File: src/rtl/tdm_pack_pkg.sv
package tdm_pack_pkg;

    typedef enum logic [2:0] {
        ST_IDLE  = 3'd0,
        ST_LEFT  = 3'd1,
        ST_GAP   = 3'd2,
        ST_RIGHT = 3'd3,
        ST_TAIL  = 3'd4
    } tdm_state_e;

    localparam int LEN_W = 6;

    localparam logic [LEN_W-1:0] LEN_SHORT = 6'd16;
    localparam logic [LEN_W-1:0] LEN_MID   = 6'd20;
    localparam logic [LEN_W-1:0] LEN_FULL  = 6'd24;

    // Number of bits sent per word for a length code and packing mode.
    function automatic logic [LEN_W-1:0] word_len(input logic [1:0] code,
                                                  input logic       wide_mode);
        logic [LEN_W-1:0] len;
        unique case (code)
            2'd0:    len = LEN_SHORT;
            2'd1:    len = LEN_MID;
            default: len = wide_mode ? LEN_FULL : LEN_MID;
        endcase
        return len;
    endfunction

endpackage

File: src/rtl/tdm_bclk_gen.sv
module tdm_bclk_gen (
    input  logic clk,
    input  logic rst_n,
    input  logic tick_i,
    output logic bclk_o,
    output logic fall_o
);

    logic bclk_q;

    always_ff @(posedge clk) begin
        if (!rst_n) begin
            bclk_q <= 1'b0;
        end else if (tick_i) begin
            bclk_q <= ~bclk_q;
        end
    end

    assign bclk_o = bclk_q;
    // A tick while the clock is high produces the falling half.
    assign fall_o = tick_i & bclk_q;

endmodule

File: src/rtl/tdm_frame_fsm.sv
module tdm_frame_fsm
    import tdm_pack_pkg::*;
#(
    parameter int SIDE_CH    = 3,
    parameter int SHORT_SLOT = 20,
    parameter int SHORT_GAP  = 4,
    parameter int LONG_SLOT  = 32,
    localparam int CNT_W     = $clog2(LONG_SLOT),
    localparam int CH_W      = (SIDE_CH > 1) ? $clog2(SIDE_CH) : 1
) (
    input  logic             clk,
    input  logic             rst_n,
    input  logic             fall_i,
    input  logic             wide_mode_i,
    output tdm_state_e       state_o,
    output tdm_state_e       next_state_o,
    output logic [CH_W-1:0]  next_chan_o,
    output logic [CNT_W-1:0] next_bit_o,
    output logic             start_o
);

    localparam logic [CNT_W-1:0] SHORT_SLOT_END = CNT_W'(SHORT_SLOT - 1);
    localparam logic [CNT_W-1:0] SHORT_GAP_END  = CNT_W'(SHORT_GAP - 1);
    localparam logic [CNT_W-1:0] LONG_END       = CNT_W'(LONG_SLOT - 1);
    localparam logic [CH_W-1:0]  LAST_CH        = CH_W'(SIDE_CH - 1);

    tdm_state_e       state_q, state_d;
    logic [CH_W-1:0]  chan_q, chan_d;
    logic [CNT_W-1:0] bit_q, bit_d;
    logic             start_d;
    logic [CNT_W-1:0] slot_end;
    logic [CNT_W-1:0] gap_end;
    logic             slot_done;
    logic             gap_done;

    assign slot_end  = wide_mode_i ? LONG_END : SHORT_SLOT_END;
    assign gap_end   = wide_mode_i ? LONG_END : SHORT_GAP_END;
    assign slot_done = (bit_q == slot_end);
    assign gap_done  = (bit_q == gap_end);

    // Next-position logic, applied on a falling bit-clock half.
    always_comb begin
        state_d = state_q;
        chan_d  = chan_q;
        bit_d   = bit_q + 1'b1;
        start_d = 1'b0;
        unique case (state_q)
            ST_IDLE: begin
                state_d = ST_LEFT;
                chan_d  = '0;
                bit_d   = '0;
                start_d = 1'b1;
            end
            ST_LEFT: begin
                if (slot_done) begin
                    bit_d = '0;
                    if (chan_q == LAST_CH) begin
                        state_d = ST_GAP;
                        chan_d  = '0;
                    end else begin
                        chan_d = chan_q + 1'b1;
                    end
                end
            end
            ST_GAP: begin
                if (gap_done) begin
                    state_d = ST_RIGHT;
                    chan_d  = '0;
                    bit_d   = '0;
                end
            end
            ST_RIGHT: begin
                if (slot_done) begin
                    bit_d = '0;
                    if (chan_q == LAST_CH) begin
                        state_d = ST_TAIL;
                        chan_d  = '0;
                    end else begin
                        chan_d = chan_q + 1'b1;
                    end
                end
            end
            ST_TAIL: begin
                if (gap_done) begin
                    state_d = ST_LEFT;
                    chan_d  = '0;
                    bit_d   = '0;
                    start_d = 1'b1;
                end
            end
            default: begin
                state_d = ST_IDLE;
                chan_d  = '0;
                bit_d   = '0;
            end
        endcase
    end

    // State register.
    always_ff @(posedge clk) begin
        if (!rst_n) begin
            state_q <= ST_IDLE;
            chan_q  <= '0;
            bit_q   <= '0;
        end else if (fall_i) begin
            state_q <= state_d;
            chan_q  <= chan_d;
            bit_q   <= bit_d;
        end
    end

    assign state_o      = state_q;
    assign next_state_o = state_d;
    assign next_chan_o  = chan_d;
    assign next_bit_o   = bit_d;
    assign start_o      = fall_i & start_d;

endmodule

File: src/rtl/tdm_sample_bank.sv
module tdm_sample_bank #(
    parameter int SAMPLE_W = 24,
    parameter int NUM_CH   = 6,
    localparam int BUS_W   = SAMPLE_W * NUM_CH
) (
    input  logic             clk,
    input  logic             rst_n,
    input  logic             load_i,
    input  logic [BUS_W-1:0] words_i,
    output logic [BUS_W-1:0] words_o
);

    for (genvar c = 0; c < NUM_CH; c++) begin : g_word
        logic [SAMPLE_W-1:0] hold_q;

        always_ff @(posedge clk) begin
            if (!rst_n) begin
                hold_q <= '0;
            end else if (load_i) begin
                hold_q <= words_i[c*SAMPLE_W +: SAMPLE_W];
            end
        end

        assign words_o[c*SAMPLE_W +: SAMPLE_W] = hold_q;
    end

endmodule

File: src/rtl/tdm_bit_pick.sv
module tdm_bit_pick
    import tdm_pack_pkg::*;
#(
    parameter int SAMPLE_W  = 24,
    parameter int SIDE_CH   = 3,
    parameter int LONG_SLOT = 32,
    localparam int NUM_CH   = 2 * SIDE_CH,
    localparam int BUS_W    = SAMPLE_W * NUM_CH,
    localparam int CNT_W    = $clog2(LONG_SLOT),
    localparam int CH_W     = (SIDE_CH > 1) ? $clog2(SIDE_CH) : 1,
    localparam int CHI_W    = $clog2(NUM_CH),
    localparam int IDX_W    = $clog2(SAMPLE_W)
) (
    input  tdm_state_e       state_i,
    input  logic [CH_W-1:0]  chan_i,
    input  logic [CNT_W-1:0] bit_i,
    input  logic             wide_mode_i,
    input  logic [1:0]       wlen_i,
    input  logic [BUS_W-1:0] words_i,
    output logic             data_o,
    output logic             lr_o
);

    logic [SAMPLE_W-1:0] word_arr [NUM_CH];
    logic [CHI_W-1:0]    chi;
    logic [CNT_W-1:0]    delay;
    logic [CNT_W-1:0]    idx;
    logic [IDX_W-1:0]    sel;
    logic [LEN_W-1:0]    len;
    logic                in_data;
    logic                early;
    logic                valid;
    logic                left_level;

    for (genvar c = 0; c < NUM_CH; c++) begin : g_arr
        assign word_arr[c] = words_i[c*SAMPLE_W +: SAMPLE_W];
    end

    always_comb begin
        in_data    = (state_i == ST_LEFT) || (state_i == ST_RIGHT);
        chi        = (state_i == ST_RIGHT) ? CHI_W'(SIDE_CH) + CHI_W'(chan_i)
                                           : CHI_W'(chan_i);
        delay      = {{(CNT_W-1){1'b0}}, wide_mode_i};
        early      = bit_i < delay;
        idx        = bit_i - delay;
        len        = word_len(wlen_i, wide_mode_i);
        valid      = in_data && !early && ({1'b0, idx} < len);
        sel        = IDX_W'(SAMPLE_W - 1) - idx[IDX_W-1:0];
        data_o     = valid ? word_arr[chi][sel] : 1'b0;
        left_level = !wide_mode_i;
        lr_o       = ((state_i == ST_LEFT) || (state_i == ST_GAP)) ? left_level
                                                                   : !left_level;
    end

endmodule

File: src/rtl/tdm_pack_serializer.sv
module tdm_pack_serializer
    import tdm_pack_pkg::*;
#(
    parameter int SAMPLE_W   = 24,
    parameter int SIDE_CH    = 3,
    parameter int SHORT_SLOT = 20,
    parameter int SHORT_GAP  = 4,
    parameter int LONG_SLOT  = 32,
    localparam int NUM_CH    = 2 * SIDE_CH,
    localparam int BUS_W     = SAMPLE_W * NUM_CH,
    localparam int CNT_W     = $clog2(LONG_SLOT),
    localparam int CH_W      = (SIDE_CH > 1) ? $clog2(SIDE_CH) : 1
) (
    input  logic             clk,
    input  logic             rst_n,
    input  logic             bclk_en,
    input  logic             mode_i,
    input  logic [1:0]       wlen_i,
    input  logic [BUS_W-1:0] samples_i,
    output logic             bclk_o,
    output logic             lrclk_o,
    output logic             data_o,
    output logic             req_o
);

    logic             fall;
    logic             start;
    tdm_state_e       state_q;
    tdm_state_e       next_state;
    logic [CH_W-1:0]  next_chan;
    logic [CNT_W-1:0] next_bit;
    logic [BUS_W-1:0] bank_words;
    logic [BUS_W-1:0] eff_words;
    logic             mode_q;
    logic [1:0]       wlen_q;
    logic             eff_mode;
    logic [1:0]       eff_wlen;
    logic             pick_data;
    logic             pick_lr;
    logic             data_q;
    logic             lr_q;
    logic             req_q;

    tdm_bclk_gen u_bclk (
        .clk    (clk),
        .rst_n  (rst_n),
        .tick_i (bclk_en),
        .bclk_o (bclk_o),
        .fall_o (fall)
    );

    tdm_frame_fsm #(
        .SIDE_CH    (SIDE_CH),
        .SHORT_SLOT (SHORT_SLOT),
        .SHORT_GAP  (SHORT_GAP),
        .LONG_SLOT  (LONG_SLOT)
    ) u_fsm (
        .clk          (clk),
        .rst_n        (rst_n),
        .fall_i       (fall),
        .wide_mode_i  (mode_q),
        .state_o      (state_q),
        .next_state_o (next_state),
        .next_chan_o  (next_chan),
        .next_bit_o   (next_bit),
        .start_o      (start)
    );

    tdm_sample_bank #(
        .SAMPLE_W (SAMPLE_W),
        .NUM_CH   (NUM_CH)
    ) u_bank (
        .clk     (clk),
        .rst_n   (rst_n),
        .load_i  (start),
        .words_i (samples_i),
        .words_o (bank_words)
    );

    // Frame configuration captured together with the words.
    always_ff @(posedge clk) begin
        if (!rst_n) begin
            mode_q <= 1'b0;
            wlen_q <= '0;
        end else if (start) begin
            mode_q <= mode_i;
            wlen_q <= wlen_i;
        end
    end

    // The first bit of a frame is taken straight from the inputs.
    assign eff_words = start ? samples_i : bank_words;
    assign eff_mode  = start ? mode_i    : mode_q;
    assign eff_wlen  = start ? wlen_i    : wlen_q;

    tdm_bit_pick #(
        .SAMPLE_W  (SAMPLE_W),
        .SIDE_CH   (SIDE_CH),
        .LONG_SLOT (LONG_SLOT)
    ) u_pick (
        .state_i     (next_state),
        .chan_i      (next_chan),
        .bit_i       (next_bit),
        .wide_mode_i (eff_mode),
        .wlen_i      (eff_wlen),
        .words_i     (eff_words),
        .data_o      (pick_data),
        .lr_o        (pick_lr)
    );

    // Output register.
    always_ff @(posedge clk) begin
        if (!rst_n) begin
            data_q <= 1'b0;
            lr_q   <= 1'b0;
            req_q  <= 1'b0;
        end else begin
            req_q <= start;
            if (fall) begin
                data_q <= pick_data;
                lr_q   <= pick_lr;
            end
        end
    end

    assign lrclk_o = lr_q;
    assign data_o  = data_q;
    assign req_o   = req_q;

endmodule

File: config.mk
export PLATFORM = sky130hd
export DESIGN_NAME = tdm_pack_serializer
export DESIGN_NICKNAME = d
export VERILOG_FILES = /design/src/rtl/tdm_pack_pkg.sv /design/src/rtl/tdm_bclk_gen.sv /design/src/rtl/tdm_frame_fsm.sv /design/src/rtl/tdm_sample_bank.sv /design/src/rtl/tdm_bit_pick.sv /design/src/rtl/tdm_pack_serializer.sv
export SDC_FILE = /design/constraint.sdc
export NUM_CORES = 1
export LEC_CHECK = 0
export CORE_MARGIN = 5
export CORE_UTILIZATION = 53
export DETAILED_ROUTE_END_ITERATION = 10
export PLACE_DENSITY = 0.81
export SYNTH_ARGS = -nofsm -noshare
export SYNTH_HDL_FRONTEND = slang
export SYNTH_SLANG_ARGS = --single-unit
File: constraint.sdc
create_clock -name clk -period 5.4 [get_ports clk]
set_input_delay 0.81 -clock clk [delete_from_list [all_inputs] [get_ports clk]]
set_output_delay 0.81 -clock clk [all_outputs]
set_load 0.1 [all_outputs]
==> out/metrics.cfg, run 1 <==
[synthesis]
ys_warn_count = 0
async_reset_ff_share_pct = 0
synth_nets = 1248
ys_types = 81
synth-compound-area-share_pct = 23.5
syn_area_mm2 = 0.00818
synth_top_family_by_area = simple AND/OR/NAND/NOR gates
synth_top_cell_by_area = dfxtp_1
ys.flop_type = dfxtp_1
postSynthAreaPerCell_um2 = 7.48
netlist_instances = 1093
synth_top_area_share_pct = 39.4
yosysSeqAreaShare_pct = 39.4
synth_fa_ha_area_share_pct = 0.765
synthXorXnorAreaFrac_pct = 1.41
yosys-top-cells-area = dfxtp_1, nand2_1, a21oi_1, mux2i_1, clkbuf_1
synth_mux_area_share_pct = 5.37
yosys.area_share.simple_pct = 24.8
synth-edff-count = 0
ys_seq_elements = 161

[die]
die_area_mm2 = 0.0180
core_mm2 = 0.0151
die_height_um = 134
die_x_um = 134
core.rowCount = 45
io_pins = 154
initial_utilization_pct = 54.0

[layout]
multi_input_area_mm2 = 0.00458
drive_gt1_share_pct = 6.61
final_util_pct = 68.2
diodes = 0
nNetsFinal = 1353
stdcell_area_mm2 = 0.0103
fillers = 1277
layout.cells.non_filler = 1399
syn_to_final_growth_pct = 26.4
regArea_mm2 = 0.00322

[setup_path]
crit_slowest_cell = xor2_1
crit_chain = clkdlybuf4s50_1 > nand2_1 > or3_1 > a21o_4 > mux2i_1 > inv_1 > ha_1 > ha_1 > xor2_1 > buf_4 > nand2_1 > nor4_1 > a311oi_1 > o31ai_1 > a211o_1 > a21oi_1 > or4_1
required_ns = 5.71
cp-end-kind = flip-flop
arrival_ns = 4.82
worstSetupStartpointType = input pin
rrSetupSlack_ns = 1.13
cpLargestDelayFamily = simple AND/OR/NAND/NOR gates
worst-path-max-fanout = 7
critPathMaxStageDelay_ns = 0.53
path_class = input pin to flip-flop
critPathBufInv = 3

[timing]
hold_viol = 0
setup_violations = 0
tns_ns = 0
drv_slew = 0
fmax_ghz = 0.221
slew_headroom_pct = 35.3
tightest_slew_ns = 0.967
fin_crit_sh_pct = 83.7
rsz0062_at_grt = no
min_period_ns = 4.52
skew_ns = 0.00711

[clock_network]
cts_setup_buffers = 0
post_cts_resized = 0
cts_max_level = 4
clock_path_buffers = 2
tritoncts = built
insertion_delay_ns = 0.43
cts_sinks = 161
cts_buffers = 17
ctsHoldBuffers = 0
root_buffer = clkbuf_16
clk_pin_slew_worst_paths_ns = 0.07

[placement]
port_buffers = 153
dpl.cell_count = 1367
place.detailed.hpwl_mm = 17.1
globalplace.congestion = 0.902
dpl_cell_area_mm2 = 0.00976

[pwr]
power.leakage_uw = 0.00351
ir_drop_mv = 0.230
power.density_mw_per_mm2 = 283

[drt]
wl_per_cell_um = 17.5
vias = 8219
first_iter_violations = 985
dr.pass1.iters = 6
final_antenna_net_count = 0
vias_per_cell = 5.87
wl_mm = 24.5
drc = 0

[grt]
track_usage_pct = 26.8
grt.overflow.total = 0
antenna_found_initial = 0
first_global_vias = 7576
grt_max_degree = 194
grt_pass1_wl_mm = 38.9

[outcome]
status = completed

[run]
maxCapViolations = 0

[worst_hold_path]
min_path_type = flip-flop to flip-flop

power by group:
part           internal, uW  switching, uW  leakage, uW  total, uW
clock                   668            517     0.000276       1180
sequential             1240           32.3      0.00131       1270
combinational           207            254      0.00193        462
cell usage after synthesis, types with 5 or more instances:
cell type	number
a31oi_1	14
nor2_1	55
a21oi_1	159
nor2b_1	7
buf_2	9
a211oi_1	13
mux2_2	6
a311oi_1	9
nand4_1	10
mux2i_1	36
nand2_1	357
o211ai_1	7
o21ai_0	22
o221ai_1	6
buf_1	5
nor3_1	9
a22oi_1	5
inv_1	5
clkbuf_1	61
xor2_1	5
ha_1	5
xnor2_1	5
dfxtp_1	161
nand3_1	14
a211o_1	6
final cells by class:
class,instances,area share (%)
well taps,188,2.28
clock buffers,20,4.42
clock inverters,12,1.17
flip-flops and latches,161,31.2
multi-input cells,843,44.4
repair buffers,169,16.3
inverters,6,0.242
routing by layer:
layer	up-vias	GRT usage [%]	part of all wire (%)
li1	4012	-	-
met1	3830	35.6	43
met2	315	42.8	47
met3	62	5.74	7.0
met4	0	10.3	2.9
met5	-	0	0
final timing paths:
kind,from,endpoint,cells after the start
setup reg to reg,u_fsm.bit_q[2],data_o,16
setup / recovery,bclk_en,data_o,17
hold reg to reg,u_bank.g_word[1].hold_q[16],u_bank.g_word[1].hold_q[16],2
hold / removal,u_bank.g_word[1].hold_q[16],u_bank.g_word[1].hold_q[16],2
flip-flops by register name (all words and copies together) (netlist names):
register	cells
lrclk_o	1
u_fsm.state_o	3
u_bank.g_word.hold_q	144
data_o	1
wlen_q	2
req_o	1
u_fsm.bit_q	5
u_bclk.bclk_o	1
mode_q	1
u_fsm.chan_q	2
kinds of logic after synthesis:
logic type,after synthesis
XOR/XNOR,11
multiplexers,43
buffers and inverters,89
adder cells (fa/ha/maj),5
flip-flops,161
AND/OR/NAND/NOR,485
AO/OA/AOI/OAI,299
cell usage in the layout (no fill, tap or decap), types with 5 or more instances in the layout:
| cell | instances |
|---|---|
| nand2_1 | 357 |
| dfxtp_1 | 161 |
| a21oi_1 | 158 |
| clkdlybuf4s50_1 | 153 |
| nor2_1 | 55 |
| mux2i_1 | 36 |
| o21ai_0 | 22 |
| clkbuf_16 | 17 |
| nand3_1 | 14 |
| a31oi_1 | 14 |
| a211oi_1 | 13 |
| buf_4 | 13 |
| nand4_1 | 10 |
| nor3_1 | 9 |
| a311oi_1 | 9 |
| nor2b_1 | 7 |
| o211ai_1 | 7 |
| a211o_1 | 6 |
| o221ai_1 | 6 |
| mux2_2 | 6 |
| xnor2_1 | 5 |
| inv_1 | 5 |
| xor2_1 | 5 |
| a22oi_1 | 5 |
| ha_1 | 5 |
through the flow:
stage / total power (uW) / hold WS [ns] / worst slack, ns
2_1_floorplan: 1550 / 0.432 / 0.402
3_3_place_gp: 1750 / 0.438 / 0.572
3_5_place_dp: 1750 / 0.445 / 0.510
4_1_cts: 2930 / 0.454 / 0.912
5_1_grt: 3030 / 0.465 / 0.630
6_report: 2920 / 0.450 / 0.882
tightest hold or removal path: stages (launching register included):
cell and delay (ns):
dfxtp_1 0.31, nand2_1 0.05, a21oi_1 0.05
No activity file was read; power rests on OpenSTA's default activity.
==> inputs of run 2 (changes only) <==
Clock period 5.4 ns to 4.65 ns, I/O delays scaled along.
==> run 2 against run 1 <==
- final cell count increased by 0.57%
- final area increased by 1.4%
- setup slack lost 0.50 ns
- critical path depth rose by 1
- via count is 0.40% higher
- largest power group is now the clock network
==> out/metrics.cfg, run 2 (synthesized netlist as in run 1, its figures left out) <==
[outcome]
status = completed  ; unchanged

[worst_hold_path]
hold_end = u_bank.g_word[4].hold_q[12]  ; was u_bank.g_word[1].hold_q[16]
min_from = u_bank.g_word[4].hold_q[12]  ; was u_bank.g_word[1].hold_q[16]
min_path_cells = 2  ; unchanged
min_path_type = flip-flop to flip-flop  ; unchanged

[run]
maxCapViolations = 0  ; unchanged

[timing]
fmax_ghz = 0.234
rsz0062_at_grt = no  ; unchanged
drv_slew = 0  ; unchanged
tightest_slew_ns = 0.966  ; was 0.967 ns
setup_violations = 0  ; unchanged
skew_ns = 0.00846  ; was 0.00711 ns
hold_viol = 0  ; unchanged
min_period_ns = 4.27
tns_ns = 0  ; unchanged
layout_setup_ws_ns = 0.385  ; was 0.882 ns
fin_crit_sh_pct = 91.7
slew_headroom_pct = 35.4  ; was 35.3%

[layout]
drive_gt1_share_pct = 7.22  ; was 6.61%
stdcell_area_mm2 = 0.0105  ; was 0.0103 mm^2
nNetsFinal = 1361  ; was 1353
top_register = u_bank.g_word.hold_q  ; unchanged
fillers = 1276  ; was 1277
largest_reg_flops = 144  ; unchanged
layout_common_cells = nand2_1, dfxtp_1, a21oi_1  ; unchanged
diodes = 0  ; unchanged
layout_commonest_cell = nand2_1  ; unchanged
syn_to_final_growth_pct = 28.1  ; was 26.4%

[drt]
wl_per_cell_um = 17.9  ; was 17.5 um
final_antenna_net_count = 0  ; unchanged
first_iter_violations = 1033  ; was 985
wl_mm = 25.2  ; was 24.5 mm
dr.pass1.iters = 7  ; was 6
vias = 8252  ; was 8219
vias_per_cell = 5.86  ; was 5.87
drc = 0  ; unchanged

[die]
die_height_um = 134  ; unchanged
core.rowCount = 45  ; unchanged
core_mm2 = 0.0151  ; unchanged
io_pins = 154  ; unchanged
die_x_um = 134  ; unchanged
initial_utilization_pct = 54.0  ; unchanged
die_area_mm2 = 0.0180  ; unchanged

[setup_path]
rrSetupSlack_ns = 0.42  ; was 1.13 ns
worstRegToRegCells = 15  ; was 16
worst-path-max-fanout = 8  ; was 7
crit_chain = clkdlybuf4s50_1 > nand2_1 > or3_1 > a21o_4 > mux2i_1 > inv_1 > ha_1 > o21ai_4 > xnor2_4 > ha_1 > o31a_1 > o221ai_1 > o311ai_1 > buf_4 > nor3b_1 > nand4_1 > a2111oi_2 > or4_1  ; was clkdlybuf4s50_1 > nand2_1 > or3_1 > a21o_4 > mux2i_1 > inv_1 > ha_1 > ha_1 > xor2_1 > buf_4 > nand2_1 > nor4_1 > a311oi_1 > o31ai_1 > a211o_1 > a21oi_1 > or4_1
path_class = input pin to flip-flop  ; unchanged
critPathMaxStageDelay_ns = 0.50  ; was 0.53 ns
cpLargestDelayFamily = compound AO/OA/AOI/OAI gates  ; was simple AND/OR/NAND/NOR gates
crit_slowest_cell = clkdlybuf4s50_1  ; was xor2_1
arrival_ns = 4.64  ; was 4.82 ns
worstSetupStartpointType = input pin  ; unchanged
worstReg2RegStart = u_fsm.bit_q[0]  ; was u_fsm.bit_q[2]
rr_endpoint = data_o  ; unchanged
cp-end-kind = flip-flop  ; unchanged
required_ns = 5.02  ; was 5.71 ns
critPathBufInv = 3  ; unchanged
crit_top_cell = ha_1

[clock_network]
cts_sinks = 161  ; unchanged
insertion_delay_ns = 0.43  ; about the same
cts_max_level = 4  ; unchanged
clock_path_buffers = 2  ; unchanged
post_cts_resized = 0  ; unchanged
tritoncts = built  ; unchanged
root_buffer = clkbuf_16  ; unchanged
clk_pin_slew_worst_paths_ns = 0.06  ; was 0.07 ns
cts_setup_buffers = 0  ; unchanged
ctsHoldBuffers = 0  ; unchanged
cts_buffers = 17  ; unchanged

[placement]
dpl_cell_area_mm2 = 0.00984  ; was 0.00976 mm^2
dp_slack_ns = -0.138  ; was 0.510 ns
globalplace.congestion = 0.922  ; was 0.902
port_buffers = 153  ; unchanged
place.detailed.hpwl_mm = 17.8  ; was 17.1 mm

[pwr]
power.leakage_uw = 0.00358  ; was 0.00351 uW
power.density_mw_per_mm2 = 337  ; was 283 mW/mm^2
totalPowerFinal_uw = 3530  ; was 2920 uW
ir_drop_mv = 0.263  ; was 0.230 mV

[grt]
grt_max_degree = 194  ; unchanged
antenna_found_initial = 0  ; unchanged
track_usage_pct = 27.5  ; was 26.8%
first_global_vias = 7790  ; was 7576
grt_pass1_wl_mm = 40.1  ; was 38.9 mm
grt.overflow.total = 0  ; unchanged

==> run 2: changes by cell type in the layout (fill, tap and decap cells not counted), sizes merged <==
cell,delta
inv,-3
clkbuf,+1
buf,+8
clkinv,-1
bufinv,+3
==> run 2: layout make-up <==
cell class | count | area, um^2 | area share (%)
inverter | 6 | 25.0 | 0.239
multi-input combinational | 843 | 4590 | 43.8
tap | 188 | 235 | 2.25
clock inverter | 11 | 178 | 1.70
sequential | 161 | 3220 | 30.8
clock buffer | 21 | 450 | 4.30
timing repair buffer | 177 | 1770 | 16.9
==> run 2: worst register-to-register path, stage by stage, from the launching register on <==
cell and delay (ns):
dfxtp_1 0.40, ha_1 0.40, nand2_1 0.14, a21o_4 0.24
a32oi_1 0.29, and2_1 0.25, ha_1 0.26, o2111a_1 0.14
a31oi_2 0.21, buf_12 0.23, mux2i_1 0.38, o311ai_0 0.16
a211o_1 0.29, o211ai_1 0.17, a21oi_1 0.05, or4_1 0.50
==> run 2: worst max path at each step <==
stage,slack (ns),startpoint,endpoint,depth (start not counted)
after CTS,0.29,bclk_en,data_o,18
after global placement,-0.02,bclk_en,data_o,18
after floorplan,0.02,u_bclk.bclk_o,data_o,16
after detailed placement,-0.14,bclk_en,data_o,18
after global routing,0.03,bclk_en,data_o,18
final,0.38,bclk_en,data_o,18
==> run 2: stage by stage <==
step                      hold WS [ns]  utilization [%]  instances
after floorplan                  0.432                -       1093
after global placement           0.437             65.0       1375
after detailed placement         0.444             65.0       1375
after CTS                        0.453             69.1       1407
after global routing             0.473             69.2       1407
final                            0.452             69.2       1407
==> run 2: power breakdown <==
group	internal (uW)	total (uW)	switching (uW)
Combinational	246	546	299
Clock	918	1500	582
Sequential	1440	1480	38.2
==> run 2: routing by layer <==
metal,vias to the layer above,track usage [%],share of wire (%)
met5,-,0,0
met4,0,10.2,3.0
met3,58,6.26,7.3
met2,324,45.0,47
met1,3839,35.6,42
li1,4031,-,-
==> inputs of run 3 (changes only) <==
Settings changed: CAP_MARGIN set to 15, CTS_CLUSTER_SIZE set to 30.
==> results of run 3 <==
Final layout, timing and power as in run 2 (identical DEF).
